===== src/rtl/fmt656_pkg.sv =====
package fmt656_pkg;

    localparam int PIX_W   = 8;
    localparam int TRS_LEN = 4;
    localparam int RL_W    = $clog2(TRS_LEN) + 1;

    typedef struct packed {
        logic act;
        logic fld;
        logic vbl;
    } tim_t;

    typedef struct packed {
        logic [PIX_W-1:0] y;
        logic [PIX_W-1:0] cb;
        logic [PIX_W-1:0] cr;
    } pix_t;

    typedef struct packed {
        tim_t t;
        logic ok;
        pix_t p;
    } smp_t;

    typedef enum logic [2:0] {
        W_DATA,
        W_VALID,
        W_FILL,
        W_EAV,
        W_SAV
    } wkind_t;

    typedef struct packed {
        wkind_t      kind;
        logic [1:0]  idx;
        logic        fld;
        logic        vbl;
    } wsel_t;

    function automatic logic [PIX_W-1:0] trs_xy(input logic f, input logic v,
                                                input logic h, input logic tagb);
        return {~tagb, f, v, h, v ^ h, f ^ h, f ^ v, f ^ v ^ h};
    endfunction

    function automatic logic [PIX_W-1:0] lim_lo(input logic narrow);
        return narrow ? PIX_W'(16) : PIX_W'(1);
    endfunction

    function automatic logic [PIX_W-1:0] lim_hi(input logic narrow, input logic luma);
        if (!narrow) return PIX_W'(254);
        return luma ? PIX_W'(235) : PIX_W'(240);
    endfunction

    function automatic logic [PIX_W-1:0] clamp_pix(input logic [PIX_W-1:0] x,
                                                   input logic [PIX_W-1:0] lo,
                                                   input logic [PIX_W-1:0] hi);
        if (x < lo) return lo;
        if (x > hi) return hi;
        return x;
    endfunction

endpackage


===== src/rtl/smp_delay.sv =====
module smp_delay
    import fmt656_pkg::*;
#(
    parameter int DEPTH = TRS_LEN
) (
    input  logic                  clk,
    input  logic                  rst,
    input  smp_t                  din,
    output tim_t [DEPTH-1:0]      tim_taps,
    output logic                  last_ok,
    output pix_t                  last_pix
);

    smp_t stage [DEPTH];

    genvar i;
    generate
        for (i = 0; i < DEPTH; i++) begin : g_stage
            if (i == 0) begin : g_head
                always_ff @(posedge clk) begin
                    if (rst) stage[i] <= '0;
                    else     stage[i] <= din;
                end
            end else begin : g_body
                always_ff @(posedge clk) begin
                    if (rst) stage[i] <= '0;
                    else     stage[i] <= stage[i-1];
                end
            end
            assign tim_taps[i] = stage[i].t;
        end
    endgenerate

    assign last_ok  = stage[DEPTH-1].ok;
    assign last_pix = stage[DEPTH-1].p;

endmodule


===== src/rtl/trs_seq.sv =====
module trs_seq
    import fmt656_pkg::*;
(
    input  logic                  clk,
    input  logic                  rst,
    input  logic                  en656,
    input  tim_t                  live,
    input  tim_t [TRS_LEN-1:0]    taps,
    input  logic                  cur_ok,
    output wsel_t                 sel,
    output logic [1:0]            phase
);

    tim_t            cur;
    logic [1:0]      ph_q, ph_eff;
    logic [RL_W-1:0] rl_q, rl_eff;
    logic            last_act, seen_act, last_f, last_v;
    logic            new_run, eav_on, sav_hit;
    logic [1:0]      sav_idx;
    tim_t            sav_src;

    assign cur     = taps[TRS_LEN-1];
    assign new_run = (cur.act != last_act);
    assign ph_eff  = new_run ? 2'd0 : ph_q;
    assign rl_eff  = new_run ? '0 : rl_q;
    assign eav_on  = en656 && !cur.act && seen_act && (rl_eff < RL_W'(TRS_LEN));
    assign phase   = ph_eff;

    always_comb begin
        sav_hit = 1'b0;
        sav_idx = 2'd0;
        sav_src = '0;
        if (live.act) begin
            sav_hit = 1'b1;
            sav_src = live;
        end
        for (int j = 0; j < TRS_LEN - 1; j++) begin
            if (taps[j].act) begin
                sav_hit = 1'b1;
                sav_idx = 2'(j + 1);
                sav_src = taps[j];
            end
        end
    end

    always_comb begin
        sel = '{kind: W_FILL, idx: 2'd0, fld: 1'b0, vbl: 1'b0};
        if (cur.act) begin
            sel.kind = cur_ok ? W_DATA : W_VALID;
        end else if (eav_on) begin
            sel.kind = W_EAV;
            sel.idx  = rl_eff[1:0];
            sel.fld  = last_f;
            sel.vbl  = last_v;
        end else if (en656 && sav_hit) begin
            sel.kind = W_SAV;
            sel.idx  = sav_idx;
            sel.fld  = sav_src.fld;
            sel.vbl  = sav_src.vbl;
        end
    end

    always_ff @(posedge clk) begin
        if (rst) begin
            ph_q     <= 2'd0;
            rl_q     <= '0;
            last_act <= 1'b0;
            seen_act <= 1'b0;
            last_f   <= 1'b0;
            last_v   <= 1'b0;
        end else begin
            ph_q     <= ph_eff + 2'd1;
            rl_q     <= (rl_eff < RL_W'(TRS_LEN)) ? rl_eff + RL_W'(1) : rl_eff;
            last_act <= cur.act;
            if (cur.act) begin
                seen_act <= 1'b1;
                last_f   <= cur.fld;
                last_v   <= cur.vbl;
            end
        end
    end

endmodule


===== src/rtl/word_mux.sv =====
module word_mux
    import fmt656_pkg::*;
(
    input  wsel_t             sel,
    input  logic [1:0]        phase,
    input  pix_t              pix,
    input  logic              narrow,
    input  logic              alt_task,
    input  logic [PIX_W-1:0]  fill_y,
    input  logic [PIX_W-1:0]  fill_u,
    input  logic [PIX_W-1:0]  fill_v,
    input  logic [PIX_W-1:0]  valid_code,
    output logic [PIX_W-1:0]  word
);

    logic             luma;
    logic [PIX_W-1:0] comp, fill, code;

    assign luma = phase[0];
    assign comp = luma ? pix.y : (phase[1] ? pix.cr : pix.cb);
    assign fill = luma ? fill_y : (phase[1] ? fill_v : fill_u);

    always_comb begin
        case (sel.idx)
            2'd0:    code = '1;
            2'd3:    code = trs_xy(sel.fld, sel.vbl, sel.kind == W_EAV,
                               alt_task && sel.vbl);
            default: code = '0;
        endcase
    end

    always_comb begin
        case (sel.kind)
            W_DATA:  word = clamp_pix(comp, lim_lo(narrow), lim_hi(narrow, luma));
            W_VALID: word = valid_code;
            W_EAV,
            W_SAV:   word = code;
            default: word = fill;
        endcase
    end

endmodule


===== src/rtl/fmt656_out.sv =====
module fmt656_out
    import fmt656_pkg::*;
(
    input  logic              clk,
    input  logic              rst,
    input  logic              in_act,
    input  logic              in_ok,
    input  logic              in_field,
    input  logic              in_vblank,
    input  logic [7:0]        in_y,
    input  logic [7:0]        in_cb,
    input  logic [7:0]        in_cr,
    input  logic              cfg_656,
    input  logic              cfg_narrow,
    input  logic              cfg_alt_task,
    input  logic [7:0]        cfg_fill_y,
    input  logic [7:0]        cfg_fill_u,
    input  logic [7:0]        cfg_fill_v,
    input  logic [7:0]        cfg_valid_code,
    output logic [7:0]        out_byte
);

    smp_t                live;
    tim_t [TRS_LEN-1:0]  tim_taps;
    logic                last_ok;
    pix_t                last_pix;
    wsel_t               sel;
    logic [1:0]          phase;
    logic [PIX_W-1:0]    word;

    assign live = '{t: '{act: in_act, fld: in_field, vbl: in_vblank},
                    ok: in_ok,
                    p: '{y: in_y, cb: in_cb, cr: in_cr}};

    smp_delay #(.DEPTH(TRS_LEN)) u_dly (
        .clk      (clk),
        .rst      (rst),
        .din      (live),
        .tim_taps (tim_taps),
        .last_ok  (last_ok),
        .last_pix (last_pix)
    );

    trs_seq u_seq (
        .clk    (clk),
        .rst    (rst),
        .en656  (cfg_656),
        .live   (live.t),
        .taps   (tim_taps),
        .cur_ok (last_ok),
        .sel    (sel),
        .phase  (phase)
    );

    word_mux u_mux (
        .sel        (sel),
        .phase      (phase),
        .pix        (last_pix),
        .narrow     (cfg_narrow),
        .alt_task   (cfg_alt_task),
        .fill_y     (cfg_fill_y),
        .fill_u     (cfg_fill_u),
        .fill_v     (cfg_fill_v),
        .valid_code (cfg_valid_code),
        .word       (word)
    );

    always_ff @(posedge clk) begin
        if (rst) out_byte <= '0;
        else     out_byte <= word;
    end

endmodule


===== config.mk =====
export PLATFORM = sky130hd
export DESIGN_NAME = fmt656_out
export DESIGN_NICKNAME = d
export VERILOG_FILES = /design/src/rtl/fmt656_pkg.sv /design/src/rtl/smp_delay.sv /design/src/rtl/trs_seq.sv /design/src/rtl/word_mux.sv /design/src/rtl/fmt656_out.sv
export SDC_FILE = /design/constraint.sdc
export NUM_CORES = 1
export LEC_CHECK = 0
export ABC_AREA = 1
export BUFFER_PORTS_ARGS = -buffer_cell sky130_fd_sc_hd__clkbuf_2
export CELL_PAD_IN_SITES_DETAIL_PLACEMENT = 1
export CELL_PAD_IN_SITES_GLOBAL_PLACEMENT = 1
export CORE_MARGIN = 5
export CORE_UTILIZATION = 35
export CTS_CLUSTER_DIAMETER = 80
export CTS_CLUSTER_SIZE = 12
export DETAILED_ROUTE_END_ITERATION = 12
export PLACE_DENSITY_LB_ADDON = 0.1
export SLEW_MARGIN = 10
export SYNTH_ARGS = -nofsm -noshare
export SYNTH_HDL_FRONTEND = slang
export SYNTH_SLANG_ARGS = --single-unit

===== constraint.sdc =====
create_clock -name clk -period 3.2 [get_ports clk]
set_input_delay 0.64 -clock clk [delete_from_list [all_inputs] [get_ports clk]]
set_output_delay 0.64 -clock clk [all_outputs]
set_load 0.02 [all_outputs]

## Yosys cells after proc, flatten, opt, wreduce, memory -nomap -nowiden

Memory sizes are Yosys's and may differ from the RTL's.
Cells that the tools add are included.

- Equality and inequality tests: 5
- Reductions and logical operators: 9
- Bitwise gates (word level): 9
- Mux-type cells: 48
- Magnitude comparators: 3
- $add $sub $neg: 2

Operators by type and width:

| cell | count |
|---|---|
| 2-to-1 mux 28 bit | 4 |
| 2-to-1 mux 8 bit | 11 |
| one-hot mux 8 bit (3 select lines) | 1 |
| 2-to-1 mux 1 bit | 16 |
| one-hot mux 8 bit (2 select lines) | 1 |
| 2-to-1 mux 2 bit | 7 |
| 2-to-1 mux 7 bit | 2 |
| 2-to-1 mux 5 bit | 2 |
| 2-to-1 mux 3 bit | 3 |
| > comparator 8 bit | 1 |
| less-than comparator 8 bit | 1 |
| logical AND 1 bit | 5 |
| 2-to-1 mux 4 bit | 1 |
| bitwise OR 1 bit | 4 |
| XOR 1 bit | 4 |
| adder 3 x 1 -> 3 bit, second input constant | 1 |
| == test 3 x 1 -> 1 bit, second input constant | 1 |
| == test 3 x 2 -> 1 bit, second input constant | 1 |
| == test 3 bit, second input constant | 1 |
| zero test 3 bit | 1 |
| less-than comparator 3 bit, second input constant | 1 |
| adder 2 x 1 -> 2 bit, second input constant | 1 |
| == test 2 bit, second input constant | 1 |
| zero test 2 bit | 1 |
| 4 further kinds | 4 |

- Memory bits (writable): 112
- Memories kept: 1
- Output and inout port bits: 8
- Input port bits: 65
- Word-level logic and storage cells: 84
- Flip-flop bits (word level): 17

Memory list:

| memory | depth | width | rd ports | clocked after memory_dff | wr ports | line | source |
|---|---|---|---|---|---|---|---|
| u_dly.stage | 4 | 28 | 4 | 0 | 4 | smp_delay.sv:14 | `smp_t stage [DEPTH];` |

## Depth between registers and ports, before layout

- Depth in word-level cells: 19
- Depth in mapped cells: 26

## By module

A second synthesis with hierarchy kept.

- Cell total of the unflattened synthesis: 681
- Area, all modules: 5,101.1 µm²

By module, submodules not included:

| module | times used | cells an instance | area an instance (µm²) |
|---|---|---|---|
| smp_delay | 1 | 357 | 3,263.1 |
| word_mux | 1 | 206 | 1,018.5 |
| trs_seq | 1 | 93 | 588.1 |
| fmt656_out | 1 | 25 | 231.5 |

## Worst setup path before layout

No wires, ideal clock.

- Path type: reg-to-reg
- From: memory u_dly.stage[3][27] (netlist name)
- To: register out_byte[1]
- Data arrival time: 2.253 ns
- Required time: 3.083 ns
- Cell stages (with the launch flop): 19
- Slack: 0.830 ns
- Period minus slack after synthesis: 2.370 ns
- Buffers on the path: 2
- Path through: dfxtp_1 -> buf_6 -> inv_6 -> nand2_2 -> nand3_4 -> inv_1 -> buf_2 -> o21a_1 -> o21ai_0 -> nand2_1 -> ha_1 -> nand4_1 -> nand2_1 -> nor2_1 -> nand2_2 -> nor2_1 -> nor2_2 -> a21oi_1 -> nor2_1

RTL lines:

| item | line | source |
|---|---|---|
| from (decl) | smp_delay.sv:14 |  |
| to (signal assigned) | fmt656_out.sv:70 | `else out_byte <= word;` |
| to (decl) | fmt656_out.sv:20 | `output logic [7:0] out_byte` |

==> results.toml <==
[worst_setup_path]
critPathMaxFanout = 17
r2r_end = "out_byte[0]"
crit_type = "reg -> reg"
critPathMostFrequentCell = "nand2_1"
critPathLaunchType = "flip-flop"
cp.required_ns = 3.55
crit_cells = 24
path_buf_inv = 4
cp_slowest_stage_delay_ns = 0.43
arrival_ns = 3.10
timing.rr.start = "u_dly.stage[3][27]"
cp-end-kind = "flip-flop"
crit_family = "simple AND/OR/NAND/NOR gates"
reg2reg_depth = 24
slowest_stage = "dfxtp_4"
rrSetupSlack_ns = 0.45
path_cells = "inv_6 > nand2_2 > nand3_4 > inv_1 > nand2_1 > nand3_2 > nand2_1 > ha_1 > nand2_1 > inv_1 > nand2_1 > nand2_1 > nand2_1 > nand2_1 > nand2_1 > nor2_1 > nand2_2 > nand2_1 > nand2_1 > nand2_1 > nand3_1 > nand3_1 > nand2_1 > inv_1"

[hold_path]
whs_endpoint = "u_dly.stage[2][7]"
worstHoldPathCells = 2
hold_class = "reg -> reg"
worstHoldStart = "u_dly.stage[1][7]"

[route]
drc_errors = 0
vias = 3985
drt_iter0_markers = 134
ant_nets = 0
dr.pass1.iters = 6
wl_per_cell_um = 11.9
routed_wl_mm = 11.1
viasPerCell = 4.28

[floorplan]
die_h_um = 129
pin_count = 73
die_area_mm2 = 0.0167
die_w_um = 129
start_util = 0.358
coreArea_mm2 = 0.0139
rows = 43

[global_routing]
grt_max_degree = 75
grt_pass1_wl_mm = 18.9
overflow = 0
antenna_found_initial = 0
grt_pass1_vias = 4105
grtUsageTotal = 0.143

[place]
pre_cts_ws_ns = 0.246
io_buffers = 72
place.gp.congestion = 0.758
hpwlAfterDp_mm = 8.25
placed_cell_area_mm2 = 0.00550

[yosys]
synth-seq-cells = 129
ys.flop_type = "dfxtp_1"
netlist_area_mm2 = 0.00498
synth_nets = 743
yosysWarnings = 0
syn_inst = 669
synth.distinct_cells = 34
synth_common_cells = "148 x inv_1, 140 x nor2_1, 129 x dfxtp_1"
seq_area_frac_synth = 0.518
yosysMostFrequentCell = "inv_1"
synthArstFlopShare = 0
synth_top_area_frac = 0.518
synth_edf_count = 0
synth_area_leaders = "dfxtp_1 52%, inv_1 11%, nor2_1 11%"
synth_top_area_cell = "dfxtp_1"
syn_avg_cell_area_um2 = 7.45

[clock_network]
cts_buffer_depth = 2
cts_sinks = 129
clkLatencyLatePin_ns = 0.41
h-tree-depth = 4
cts_root_buf = "clkbuf_16"
clk_pin_slew_worst_paths_ns = 0.05
cts_buffers = 17
cts_tree = "done"
cts_setup_buffers = 0

[flow_run]
cap_violations = 0

[timing]
relSlewSlack = 0.650
hold_viol = 0
period_minus_slack_ns = 2.75
slew_viol_final = 0
period_share = 0.858
fmax_mhz = 364
tns_ns = 0
tightest_slew_ns = 0.525
skew_ns = 0.00543
rsz0062_at_grt = "false"
worst_slack_ns = 0.453
setup_violations = 0

[final_layout]
seqCellArea_mm2 = 0.00259
post-route-cell-area_mm2 = 0.00606
fill_cells = 1781
num_antenna_cells = 0
drive_above_1_share = 0.160
multi_input_area_mm2 = 0.00173
nNetsFinal = 816
utilization = 0.435
areaGrowthSynthToFinish_pct = 21.6

[power]
p_per_area_mw_per_mm2 = 641
p_leak_nw = 2.97
ir_worst_vdd_mv = 0.358

[run_status]
outcome = "finished clean"
==> worst max-delay path by stage <==
stage             endpoint                from
2_1_floorplan  out_byte[1]  u_dly.stage[3][27]
3_3_place_gp   out_byte[0]  u_dly.stage[3][27]
3_5_place_dp   out_byte[0]  u_dly.stage[3][27]
4_1_cts        out_byte[0]  u_dly.stage[3][27]
5_1_grt        out_byte[2]      u_seq.last_act
6_report       out_byte[0]  u_dly.stage[3][27]
==> stage by stage <==
step | power, W | std cells | hold WS [ns]
detailed placement | 0.00210 | 903 | 0.397
CTS | 0.00394 | 932 | 0.401
floorplan | 0.00197 | 669 | 0.388
global placement | 0.00208 | 903 | 0.390
global route | 0.00407 | 932 | 0.406
finish | 0.00389 | 932 | 0.400
==> tightest hold or removal path: stages, from the launching register on <==
cell and delay, ns:
dfxtp_1 0.29, inv_1 0.04, nor2_1 0.03
==> placed cells by master, fill, tap and decap left out, types with 2 or more instances in the layout <==
cell         n
inv_1      148
clkbuf_2    71
o21ai_0     15
a41oi_1      2
a31oi_1      2
bufinv_16    2
a21boi_0     2
clkbuf_8     3
clkinv_2     3
o22ai_1      2
nand2_8      2
dfxtp_1    128
a211oi_1     2
ha_1         9
clkbuf_16   17
buf_4        2
o211ai_1     3
nand2_1    115
nor2_1     140
or2_1        3
nand3_1     30
clkbuf_1     3
nand3b_1     3
o21ai_1      2
nand2_2      8
nand3_2      2
a21oi_1     19
==> where the power goes <==
group          switching (W)  internal [W]  total (W)  leakage [nW]
clock               0.000637       0.00119    0.00183         0.275
sequential         0.0000257       0.00168    0.00170          1.06
combinational       0.000226      0.000132   0.000358          1.64
total               0.000888       0.00300    0.00389          2.97
==> state kept, by name, indices dropped and copies added, names as in the netlist <==
signal          count
out_byte            8
u_dly.stage       112
u_seq.last_act      1
u_seq.last_f        1
u_seq.last_v        1
u_seq.ph_q          2
u_seq.rl_q          3
u_seq.seen_act      1
==> final cells by class <==
class | count | share of cell area
sequential | 129 | 0.427
multi-input combinational | 369 | 0.285
inverter | 151 | 0.0947
clock buffer | 23 | 0.0788
timing repair buffer | 74 | 0.0644
tap | 180 | 0.0371
clock inverter | 6 | 0.0136
==> what timing repair did <==
action / CTS / global route
hold buffers: 0 / 0
setup endpoints to repair: 0 / 5
gates resized for setup: 0 / 2
==> cell families (layout without fill, tap and decap cells) <==
group,count (synthesis),count (layout),synth area share
adder cells (fa/ha/maj),9,9,0.0226
AND/OR/NAND/NOR,309,309,0.265
AO/OA/AOI/OAI,51,51,0.0585
flip-flops,129,129,0.518
buffers and inverters,171,254,0.136
==> layer usage <==
layer | wire, um | track usage | part of all wire
met1 | 5120 | 0.175 | 0.46
met2 | 5200 | 0.234 | 0.47
met3 | 593 | 0.0396 | 0.054
met4 | 144 | 0.0655 | 0.013
met5 | 0 | 0 | 0
No activity file was read; power rests on OpenSTA's default activity.
